### src/rtl/lpf_pkg.sv
package lpf_pkg;

  typedef enum logic [2:0] {
    FS_RUN        = 3'd0,
    FS_IDLE       = 3'd1,
    FS_SQUASH     = 3'd2,
    FS_BLOCKED    = 3'd3,
    FS_WAIT_RESP  = 3'd4,
    FS_WAIT_XLATE = 3'd5,
    FS_WAIT_RETRY = 3'd6,
    FS_TRAP       = 3'd7
  } fetch_state_e;

  // A thread in one of these states is waiting on memory, so it gets no early request.
  function automatic logic is_mem_stall(input logic [2:0] code);
    fetch_state_e st;
    st = fetch_state_e'(code);
    return (st == FS_WAIT_RESP) || (st == FS_WAIT_XLATE) || (st == FS_WAIT_RETRY);
  endfunction

endpackage

### src/rtl/lpf_target_calc.sv
module lpf_target_calc
  import lpf_pkg::*;
#(
  parameter int AW = 32,
  parameter int CW = 4,
  parameter int BLOCK_BYTES = 64,
  parameter logic [AW-1:0] PC_MASK = '1
) (
  input  logic [AW-1:0] pc,
  input  logic [AW-1:0] off,
  input  logic [2:0]    state,
  input  logic [CW-1:0] fetched,
  input  logic [CW-1:0] width,
  input  logic          rom_upc,
  input  logic          lb_valid,
  input  logic [AW-1:0] lb_base,
  output logic          flag,
  output logic          lb_hit,
  output logic          cand,
  output logic [AW-1:0] target
);

  localparam int BLK_LOG = $clog2(BLOCK_BYTES);
  localparam logic [AW-1:0] BLK_MASK = AW'(BLOCK_BYTES - 1);

  // Masked sum, then rounded down to the start of its block.
  function automatic logic [AW-1:0] line_base(input logic [AW-1:0] p, input logic [AW-1:0] o);
    logic [AW-1:0] sum;
    sum = (p + o) & PC_MASK;
    return sum & ~BLK_MASK;
  endfunction

  // Bandwidth-limited stop, as opposed to a memory stall.
  function automatic logic bw_limited(input logic [CW-1:0] n, input logic [CW-1:0] w,
                                      input logic [2:0] s);
    return (n < w) && !is_mem_stall(s);
  endfunction

  always_comb begin
    target = line_base(pc, off);
    flag   = bw_limited(fetched, width, state);
    lb_hit = lb_valid && (lb_base == target);
    cand   = flag && !rom_upc && !lb_hit;
  end

  initial begin
    AST_BLOCK_POW2: assert ((1 << BLK_LOG) == BLOCK_BYTES);
  end

endmodule

### src/rtl/lpf_slot_bank.sv
module lpf_slot_bank #(
  parameter int NT = 4,
  parameter int AW = 32
) (
  input  logic               clk,
  input  logic               rst_n,
  input  logic               load,
  input  logic [NT-1:0]      cand,
  input  logic [NT-1:0][AW-1:0] tgt,
  input  logic [NT-1:0]      clr,
  output logic [NT-1:0]      pend,
  output logic [NT-1:0][AW-1:0] addr
);

  logic [NT-1:0] set_vec;
  logic [NT-1:0] pend_d;

  assign set_vec = load ? cand : '0;
  // Clear first, set afterwards, so a fresh request wins over an acceptance.
  assign pend_d  = (pend & ~clr) | set_vec;

  always_ff @(posedge clk or negedge rst_n) begin
    if (!rst_n) pend <= '0;
    else        pend <= pend_d;
  end

  for (genvar t = 0; t < NT; t++) begin : g_slot
    always_ff @(posedge clk or negedge rst_n) begin
      if (!rst_n)          addr[t] <= '0;
      else if (set_vec[t]) addr[t] <= tgt[t];
    end

    AST_HOLD_UNTIL_CLEAR: assert property (@(posedge clk) disable iff (!rst_n)
      pend[t] && !clr[t] |=> pend[t]);

    AST_NO_SET_WITHOUT_LOAD: assert property (@(posedge clk) disable iff (!rst_n)
      !load && !pend[t] |=> !pend[t]);

    AST_ADDR_STABLE_IDLE: assert property (@(posedge clk) disable iff (!rst_n)
      !load |=> $stable(addr[t]));
  end

endmodule

### src/rtl/lpf_pick.sv
module lpf_pick #(
  parameter int NT = 4,
  parameter int TW = 2
) (
  input  logic          clk,
  input  logic          rst_n,
  input  logic [NT-1:0] pend,
  output logic [NT-1:0] grant,
  output logic [TW-1:0] tid,
  output logic          any
);

  // Walk downward so that the lowest set bit is assigned last and wins.
  always_comb begin
    grant = '0;
    tid   = '0;
    for (int i = NT - 1; i >= 0; i--) begin
      if (pend[i]) begin
        grant    = '0;
        grant[i] = 1'b1;
        tid      = TW'(i);
      end
    end
  end

  assign any = |pend;

  AST_GRANT_SINGLE: assert property (@(posedge clk) disable iff (!rst_n)
    any |-> $countones(grant) == 1);

  AST_GRANT_IN_PEND: assert property (@(posedge clk) disable iff (!rst_n)
    (grant & ~pend) == '0);

  AST_GRANT_LOWEST: assert property (@(posedge clk) disable iff (!rst_n)
    any |-> ((grant - 1'b1) & pend) == '0);

endmodule

### src/rtl/lpf_issuer.sv
module lpf_issuer
  import lpf_pkg::*;
#(
  parameter int NTHREADS = 4,
  parameter int ADDR_W = 32,
  parameter int CNT_W = 4,
  parameter int BLOCK_BYTES = 64,
  parameter logic [ADDR_W-1:0] PC_MASK = 32'h7FFF_FFFF,
  parameter int TID_W = (NTHREADS > 1) ? $clog2(NTHREADS) : 1
) (
  input  logic                             clk,
  input  logic                             rst_n,
  input  logic                             cycle_end,
  input  logic [NTHREADS-1:0][ADDR_W-1:0]  thr_pc,
  input  logic [NTHREADS-1:0][ADDR_W-1:0]  thr_off,
  input  logic [NTHREADS-1:0][2:0]         thr_state,
  input  logic [NTHREADS-1:0][CNT_W-1:0]   thr_fetched,
  input  logic [CNT_W-1:0]                 fetch_width,
  input  logic [NTHREADS-1:0]              thr_rom_upc,
  input  logic [NTHREADS-1:0]              lbuf_valid,
  input  logic [NTHREADS-1:0][ADDR_W-1:0]  lbuf_base,
  output logic                             req_valid,
  output logic [ADDR_W-1:0]                req_addr,
  output logic [TID_W-1:0]                 req_tid,
  input  logic                             req_ready
);

  localparam logic [ADDR_W-1:0] BLK_MASK = ADDR_W'(BLOCK_BYTES - 1);

  // Named internal events for the assertions.
  logic [NTHREADS-1:0]             elig_flag;
  logic [NTHREADS-1:0]             buf_hit;
  logic [NTHREADS-1:0]             cand;
  logic [NTHREADS-1:0][ADDR_W-1:0] tgt;
  logic [NTHREADS-1:0]             pend;
  logic [NTHREADS-1:0][ADDR_W-1:0] slot_addr;
  logic [NTHREADS-1:0]             grant;
  logic [NTHREADS-1:0]             accept_vec;
  logic                            any_pend;
  logic [TID_W-1:0]                pick_tid;
  logic                            accept;

  for (genvar t = 0; t < NTHREADS; t++) begin : g_thr
    lpf_target_calc #(
      .AW(ADDR_W), .CW(CNT_W), .BLOCK_BYTES(BLOCK_BYTES), .PC_MASK(PC_MASK)
    ) u_calc (
      .pc       (thr_pc[t]),
      .off      (thr_off[t]),
      .state    (thr_state[t]),
      .fetched  (thr_fetched[t]),
      .width    (fetch_width),
      .rom_upc  (thr_rom_upc[t]),
      .lb_valid (lbuf_valid[t]),
      .lb_base  (lbuf_base[t]),
      .flag     (elig_flag[t]),
      .lb_hit   (buf_hit[t]),
      .cand     (cand[t]),
      .target   (tgt[t])
    );

    AST_STALL_NO_REQ: assert property (@(posedge clk) disable iff (!rst_n)
      cycle_end && is_mem_stall(thr_state[t]) && !pend[t] |=> !pend[t]);

    AST_FULL_WIDTH_NO_REQ: assert property (@(posedge clk) disable iff (!rst_n)
      cycle_end && (thr_fetched[t] >= fetch_width) && !pend[t] |=> !pend[t]);

    AST_ROM_NO_REQ: assert property (@(posedge clk) disable iff (!rst_n)
      cycle_end && thr_rom_upc[t] && !pend[t] |=> !pend[t]);

    AST_HIT_NO_REQ: assert property (@(posedge clk) disable iff (!rst_n)
      cycle_end && buf_hit[t] && !pend[t] |=> !pend[t]);

    AST_NEW_REQ_SHOWS: assert property (@(posedge clk) disable iff (!rst_n)
      cycle_end && elig_flag[t] && !thr_rom_upc[t] && !buf_hit[t]
      |=> pend[t] && slot_addr[t] == $past(tgt[t]));
  end

  lpf_pick #(.NT(NTHREADS), .TW(TID_W)) u_pick (
    .clk   (clk),
    .rst_n (rst_n),
    .pend  (pend),
    .grant (grant),
    .tid   (pick_tid),
    .any   (any_pend)
  );

  assign accept     = any_pend && req_ready;
  assign accept_vec = accept ? grant : '0;

  lpf_slot_bank #(.NT(NTHREADS), .AW(ADDR_W)) u_bank (
    .clk   (clk),
    .rst_n (rst_n),
    .load  (cycle_end),
    .cand  (cand),
    .tgt   (tgt),
    .clr   (accept_vec),
    .pend  (pend),
    .addr  (slot_addr)
  );

  assign req_valid = any_pend;
  assign req_tid   = pick_tid;
  assign req_addr  = slot_addr[pick_tid];

  AST_REQ_HOLD: assert property (@(posedge clk) disable iff (!rst_n)
    req_valid && !req_ready |=> req_valid);

  AST_ADDR_ALIGNED: assert property (@(posedge clk) disable iff (!rst_n)
    req_valid |-> (req_addr & BLK_MASK) == '0);

  AST_ADDR_MASKED: assert property (@(posedge clk) disable iff (!rst_n)
    req_valid |-> (req_addr & ~PC_MASK) == '0);

  AST_ACCEPT_DROPS: assert property (@(posedge clk) disable iff (!rst_n)
    accept && !cycle_end |=> !pend[$past(pick_tid)]);

endmodule

### config.mk
export PLATFORM = sky130hd
export DESIGN_NAME = lpf_issuer
export DESIGN_NICKNAME = d
export VERILOG_FILES = /design/src/rtl/lpf_pkg.sv /design/src/rtl/lpf_target_calc.sv /design/src/rtl/lpf_slot_bank.sv /design/src/rtl/lpf_pick.sv /design/src/rtl/lpf_issuer.sv
export SDC_FILE = /design/constraint.sdc
export NUM_CORES = 1
export LEC_CHECK = 0
export BUFFER_PORTS_ARGS = -buffer_cell sky130_fd_sc_hd__buf_2
export CORE_UTILIZATION = 29
export CTS_BUF_LIST = sky130_fd_sc_hd__clkbuf_8
export CTS_CLUSTER_SIZE = 20
export DETAILED_ROUTE_END_ITERATION = 8
export SLEW_MARGIN = 0
export SYNTH_ARGS = -nofsm -noshare
export SYNTH_HDL_FRONTEND = slang
export SYNTH_HIERARCHICAL = 1
export SYNTH_SLANG_ARGS = --single-unit
### constraint.sdc
create_clock -name clk -period 1.8 [get_ports clk]
set_clock_uncertainty 0.05 [all_clocks]
set_input_delay 0.36 -clock clk [delete_from_list [all_inputs] [get_ports clk]]
set_output_delay 0.36 -clock clk [all_outputs]
set_load 0.02 [all_outputs]
# ---- Word level (Yosys, flattened, before mapping)
# Cells that the tools add are included.
dict set report totals {
  register_bits 104
  romBits 0
  mem_bits_rw 0
  input_bits 428
  n_memories 0
  latchBits 0
  output_inout_bits 35
}
dict set report op_classes {
  n_shift 0
  div 0
  addsub 4
  n_eq_ne 16
  bitwise_logic 3
  reduce_logical 38
  n_mux 12
  n_lt_le_gt_ge 5
  n_mul 0
}
# cell n
set ops {}
lappend ops {{32-bit by 31-bit equality test with 1-bit output} 4}
lappend ops {{31-bit adder} 4}
lappend ops {{32-bit binary-select mux with 2-bit select} 1}
lappend ops {{3-bit equality test, second input constant} 12}
lappend ops {{32-bit 2-to-1 mux} 1}
lappend ops {{4-bit 2-to-1 mux} 6}
lappend ops {{1-bit logical AND} 17}
lappend ops {{4-bit less-than comparator} 4}
lappend ops {{1-bit zero test} 12}
lappend ops {{1-bit logical OR} 8}
lappend ops {{2-bit 2-to-1 mux} 4}
lappend ops {{4-bit AND} 1}
lappend ops {{4-bit NOT} 1}
lappend ops {{4-bit OR} 1}
lappend ops {{4-bit OR reduction} 1}
lappend ops {{2-bit by 3-bit less-than comparator with 1-bit output, second input constant} 1}

# ---- Depth between registers and ports, before layout
# Gate-level depths: netlist of the first run.
dict set report logic_depth {
  ltp_word 9
  mapped_depth 15
}

# ---- Modules after synthesis
# The synthesis of the first run kept the hierarchy.
# module cells_per_inst instances area_per_inst_um2
set modules_own_cells {}
lappend modules_own_cells {{lpf_target_calc at g_thr[1].u_calc ...} 378 3 2783.9}
lappend modules_own_cells {lpf_slot_bank 284 1 4939.7}
lappend modules_own_cells {{lpf_target_calc at g_thr[0].u_calc} 457 1 3119.2}
lappend modules_own_cells {lpf_issuer 43 1 839.6}
lappend modules_own_cells {lpf_pick 10 1 58.8}

# ---- Least setup slack after synthesis of the first run
# OpenSTA, ideal clock, no wires.
dict set report synth_path {
  path_kind {input -> register}
  from {input port thr_pc[116] (netlist name)}
  to {register u_bank/addr[102] (netlist name)}
  path_buffers 3
  arrival_time_ps 3628
  setup_slack_ps -2003
  path_stages 15
  path_cell_list {ha_1 > buf_4 > and2_1 > and3_1 > a32o_1 > or2_4 > or3_1 > buf_6 > a221oi_2 > xor3_1 > nor4_1 > a21oi_1 > nand2_2 > buf_6 > mux2_2}
}
dict set report synth_between {
  elab_chain_len 6
}
# element line_no
set synth_rtl {}
lappend synth_rtl {{start: declaration} lpf_issuer.sv:14} ;# input logic [NTHREADS-1:0][ADDR_W-1:0] thr_pc,
lappend synth_rtl {{31-bit adder} lpf_target_calc.sv:29} ;# sum = (p + o) & PC_MASK;
lappend synth_rtl {{32-bit by 31-bit equality test with 1-bit output} lpf_target_calc.sv:42} ;# lb_hit = lb_valid && (lb_base == target);
lappend synth_rtl {{1-bit logical AND} lpf_target_calc.sv:42}
lappend synth_rtl {{1-bit zero test} lpf_target_calc.sv:43} ;# cand = flag && !rom_upc && !lb_hit;
lappend synth_rtl {{1-bit logical AND} lpf_target_calc.sv:43}
lappend synth_rtl {{net cand[3]} lpf_issuer.sv:33} ;# logic [NTHREADS-1:0] cand;
lappend synth_rtl {{4-bit 2-to-1 mux} lpf_slot_bank.sv:18} ;# assign set_vec = load ? cand : '0;
lappend synth_rtl {{end signal: indexed assignment} lpf_slot_bank.sv:30} ;# else if (set_vec[t]) addr[t] <= tgt[t];
lappend synth_rtl {{end: declaration} lpf_slot_bank.sv:12} ;# output logic [NT-1:0][AW-1:0] addr
# The timed path passes the listed nets, and every way through them passes these cells.
# A chain may end at the register's enable or synchronous reset.

# ---- Final worst setup path of the first run
dict set report layout_path {
  from {input port thr_pc[81] (netlist name)}
  to {register u_bank/addr[94] (netlist name)}
}
# The elaborated chain is that of the path after synthesis.

==> results of run 1 <==
==> how the worst max path moves through the flow <==
| stage | slack, ps | from | endpoint | depth (start not counted) |
|---|---|---|---|---|
| 2_1_floorplan | -1840 | thr_pc[116] | u_bank/addr[102]$_DFFE_PN0P_ | 15 |
| 3_3_place_gp | -2390 | thr_pc[112] | u_bank/addr[98]$_DFFE_PN0P_ | 17 |
| 3_5_place_dp | -2400 | thr_pc[69] | u_bank/addr[70]$_DFFE_PN0P_ | 15 |
| 4_1_cts | -1740 | thr_pc[80] | u_bank/addr[78]$_DFFE_PN0P_ | 16 |
| 5_1_grt | -1790 | thr_pc[54] | u_bank/addr[38]$_DFFE_PN0P_ | 15 |
| 6_report | -1700 | thr_pc[81] | u_bank/addr[94]$_DFFE_PN0P_ | 17 |
==> state kept, by name, summed over array words and instances, names as in the netlist <==
signal	count
u_bank/pend	4
u_bank/addr	128
==> final cells by class <==
cell class                 count  area (µm²)
antenna                        2        5.00
clock buffer                  17         234
clock inverter                15         149
fill                        5595       30100
inverter                      47         176
multi-input combinational   1599       15100
sequential                   132        3300
tap                          765         957
timing repair buffer        1138        7890
==> worst max-delay path: stages <==
cell and delay, ps:
buf_4 120, ha_4 240, buf_6 120, buf_6 110, nand4_1 200, or2_4 180
o22ai_2 60, or3_4 350, a2111o_1 460, a2111oi_4 270, nand4_1 170, nor4_4 280
a21oi_2 100, nand2_2 160, buf_4 150, buf_12 120, mux2_4 300
==> power breakdown <==
part	total (mW)	switching (mW)	leakage, nW	internal [mW]
Combinational	15.8	7.56	11.3	8.19
Clock	2.43	1.30	0.188	1.13
Sequential	5.14	0.981	1.57	4.16
Total	23.3	9.85	13.1	13.5
==> metal layers <==
| metal | track usage [%] | share of wire, % | up-vias |
|---|---|---|---|
| met3 | 2.89 | 4.9 | 84 |
| met1 | 32.3 | 44 | 9365 |
| li1 | - | - | 9233 |
| met2 | 43.0 | 49 | 581 |
| met5 | 0 | 0.049 | - |
| met4 | 4.26 | 1.7 | 6 |
==> per-stage QoR <==
| stage | hold slack (ps) | total power [mW] | worst slack, ps | instance area [µm²] | instances |
|---|---|---|---|---|---|
| detailed placement | 226 | 19.4 | -2400 | 25400 | 3633 |
| global placement | 226 | 19.2 | -2390 | 25400 | 3633 |
| CTS | 195 | 22.8 | -1740 | 27000 | 3698 |
| finish | 226 | 23.3 | -1700 | 27800 | 3715 |
| global route | 203 | 24.5 | -1790 | 27800 | 3714 |
| floorplan | 14.4 | 13.2 | -1840 | 18300 | 1913 |
==> repair_timing <==
item | CTS | global route
hold endpoints to repair | 29 | 0
setup endpoints to repair | 167 | 167
gates cloned | 3 | 3
pin swaps | 38 | 41
gates resized for setup | 186 | 132
hold buffers | 1 | 0
setup buffers | 29 | 16
==> flow_summary.ini, run 1 <==
[status]
status = finished with violations
violations = negative setup slack

[placement]
port_buffers = 454
gp_congestion = 0.977
hpwl_um = 64800

[clocking]
cts.reportedPaths.clkPinSlew_ps = 70
cts-buffers-inserted = 17
tritoncts = built
cts_sinks = 132
htree_levels = 4
clock_path_buffers = 2
insertion_delay_ps = 430
cts-root-buf = clkbuf_8

[min_path]
whs_endpoint = u_bank/pend[1]$_DFF_PN0_
hold_class = in -> reg
whs_path_depth = 3
hp-start = req_ready

[floorplan]
ios = 463
rows = 88
die_width_um = 245
die_area_mm2 = 0.0598
die_h_um = 245
coreArea_mm2 = 0.0579
initial_utilization_pct = 29.5

[setup_path]
arrival_ps = 3770
reg2reg_from = u_bank/pend[0]$_DFF_PN0_
crit_required_ps = 2070
startpoint_type = primary input
criticalPathCategory = in -> reg
cp_max_fo = 7
reg2reg_depth = 6
rr_endpoint = u_bank/pend[2]$_DFF_PN0_
endpoint_kind = register
rrSetupSlack_ps = -50

[logic_synthesis]
yosysWarnings = 6
synth_area_per_cell_um2 = 9.03
syn_area_mm2 = 0.0171
synth_cells = 1889

[timing]
layout_setup_ws_ps = -1700
fin_crit_ps = 3500
setup-violations-final = 167
slew-limit-headroom_pct = 54.5
final_max_slew_viol_count = 0
hold_viol_final = 0
fmax_mhz = 286
period_share_pct = 195
tightest_slew_ps = 682
rsz0062_at_grt = true
setup_tns_ps = -238070

[finish]
syn2layout_area_growth_pct = 62.8
layout_common_cells = 647 x buf_4, 430 x buf_2, 132 x dfrtp_1
postLayoutCoreUtil_pct = 48.0
drive_gt1_share_pct = 55.3
nets = 3491
layout_commonest_cell = buf_4

[route]
vias = 19300
drc = 0
ant_nets = 0
vias_per_cell = 5.19
routed_wl_um = 76000
wl_per_cell_um = 20.4
drtIter0Drc = 1174
first_pass_iters = 5

[grt]
grt-ovfl-total = 0
grt_start_max_net_pins = 39
grt_pass1_vias = 19600
antenna_found_initial = 7
grt_pass1_wl_um = 113000
grt_usage_pct = 24.5

[pwr]
vdd_drop_max_uv = 1050
leakage_nw = 13.1
power_density_mw_per_mm2 = 840

[run]
drv_cap = 0
(Power assumes the default switching activity.)
==> run 2: changes to the inputs <==
Settings changed: BUFFER_PORTS_ARGS -buffer_cell sky130_fd_sc_hd__buf_2 to unset, CORE_MARGIN set to 1, DONT_BUFFER_PORTS set to 1, SKIP_LAST_GASP set to 1.
==> flow_summary.ini, run 2 (synthesized netlist as in run 1, its figures left out) <==
[timing]
rsz0062_at_grt = true
tightest_slew_ps = 599
layout_setup_ws_ps = -1540
whs_ps = -451
period_share_pct = 185
hold_viol_final = 132
fin_crit_ps = 3340
final_max_slew_viol_count = 0
fmax_mhz = 300
setup-violations-final = 167
slew-limit-headroom_pct = 59.6

[floorplan]
rows = 88
die_h_um = 245
die_area_mm2 = 0.0598
die_width_um = 245
ios = 463
initial_utilization_pct = 29.5
coreArea_mm2 = 0.0579

[setup_path]
reg2reg_from = u_bank/pend[0]$_DFF_PN0_
reg2reg_depth = 6
cp_max_fo = 8
startpoint_type = primary input
rrSetupSlack_ps = 90
rr_endpoint = u_bank/pend[0]$_DFF_PN0_
startpoint = thr_pc[38]
crit_required_ps = 2080
setup.worst_path.end = u_bank/addr[51]$_DFFE_PN0P_
arrival_ps = 3620
criticalPathCategory = in -> reg
endpoint_kind = register

[route]
vias_per_cell = 5.36
routed_wl_um = 74600
dr_wl_met3_um = 4990
wl_met2_um = 36000
ant_nets = 0
wl_per_cell_um = 22.8
first_pass_iters = 5
drc = 0
topRoutingLayerUsed = met5
wl_met1_um = 31600
drtIter0Drc = 925
vias = 17500

[clocking]
insertion_delay_ps = 450
cts-root-buf = clkbuf_8
htree_levels = 4
tritoncts = built
cts.reportedPaths.clkPinSlew_ps = 80
clock_path_buffers = 2
cts_sinks = 132
cts-buffers-inserted = 17

[finish]
top_register = u_bank/addr
layout_commonest_cell = buf_4
seq_area_mm2 = 0.00330
drive_gt1_share_pct = 49.3
reg_top3 = u_bank/addr (128), u_bank/pend (4)
postLayoutCoreUtil_pct = 45.0
syn2layout_area_growth_pct = 52.7
largest_reg_flops = 128
layout_common_cells = 632 x buf_4, 131 x dfrtp_1, 116 x nand2_1
nets = 3047
fillers = 5538
multiInputGateArea_mm2 = 0.0155

[grt]
grt_pass1_vias = 17900
antenna_found_initial = 2
grt_pass1_wl_um = 109000
grt_usage_pct = 24.0
grt-ovfl-total = 0
grt_start_max_net_pins = 133

[run]
drv_cap = 0

[placement]
port_buffers = 0
dpl_worst_slack_ps = -2210
gp_congestion = 0.960
hpwl_um = 62600

[min_path]
hold_class = in -> async

[pwr]
leakage_nw = 11.5
power_density_mw_per_mm2 = 858
vdd_drop_max_uv = 694

[status]
violations = negative hold slack, negative setup slack
status = finished with violations
==> run 2: routing by layer <==
| layer | GRT usage [%] | vias to the layer above |
|---|---|---|
| met5 | 0 | - |
| met4 | 6.82 | 2 |
| met3 | 5.03 | 80 |
| met2 | 40.7 | 541 |
| met1 | 30.4 | 8544 |
| li1 | - | 8353 |
==> run 2: timing repair <==
action                                 4_1_cts  5_1_grt
gates resized for setup                    252      146
setup endpoints to repair                  167      167
buffers inserted                            43       33
cloned                                       8        5
endpoints found under the hold margin      132      132
pin swaps                                   62       71
==> run 2: critical path, stage by stage <==
cell,delay (ps)
ha_4,240
buf_4,150
buf_4,140
nand3_1,70
o22a_1,180
o221ai_1,140
or3b_4,440
xor2_1,220
a2111oi_4,360
nand4_1,180
nor4_4,360
a21oi_4,120
nand2_4,110
buf_12,120
buf_16,130
mux2_4,300
==> run 2: how the worst min path moves through the flow <==
| stage | from | to | slack (ps) |
|---|---|---|---|
| floorplan | rst_n | u_bank/addr[0]$_DFFE_PN0P_ | 10 |
| global placement | rst_n | u_bank/addr[69]$_DFFE_PN0P_ | 20 |
| detailed placement | rst_n | u_bank/addr[66]$_DFFE_PN0P_ | 20 |
| CTS | rst_n | u_bank/addr[66]$_DFFE_PN0P_ | -480 |
| global route | rst_n | u_bank/addr[101]$_DFFE_PN0P_ | -490 |
| finish | rst_n | u_bank/addr[101]$_DFFE_PN0P_ | -450 |
==> run 2: power breakdown <==
| group | switching (mW) | internal, mW | total [mW] |
|---|---|---|---|
| logic | 7.21 | 7.49 | 14.7 |
| clock network | 1.22 | 1.21 | 2.44 |
| registers | 1.05 | 4.16 | 5.21 |
==> run 2: final cells by class <==
class	instances	share of cell area, %
clock buffer	17	0.898
tap	765	3.67
inverter	47	0.677
clock inverter	14	0.543
sequential	132	12.7
timing repair buffer	694	22.0
multi-input combinational	1599	59.5
antenna	1	0.00961
==> run 2: through the flow <==
stage | area (µm²) | power [mW] | hold slack, ps | setup TNS, ps | std cells
3_3_place_gp | 23000 | 18.0 | 22.2 | -283950 | 3165
3_5_place_dp | 23000 | 18.1 | 23.7 | -284240 | 3165
2_1_floorplan | 18300 | 13.2 | 14.4 | -233910 | 1913
6_report | 26100 | 22.4 | -451 | -213890 | 3269
5_1_grt | 26100 | 23.4 | -491 | -225570 | 3269
4_1_cts | 25100 | 21.9 | -477 | -209980 | 3241
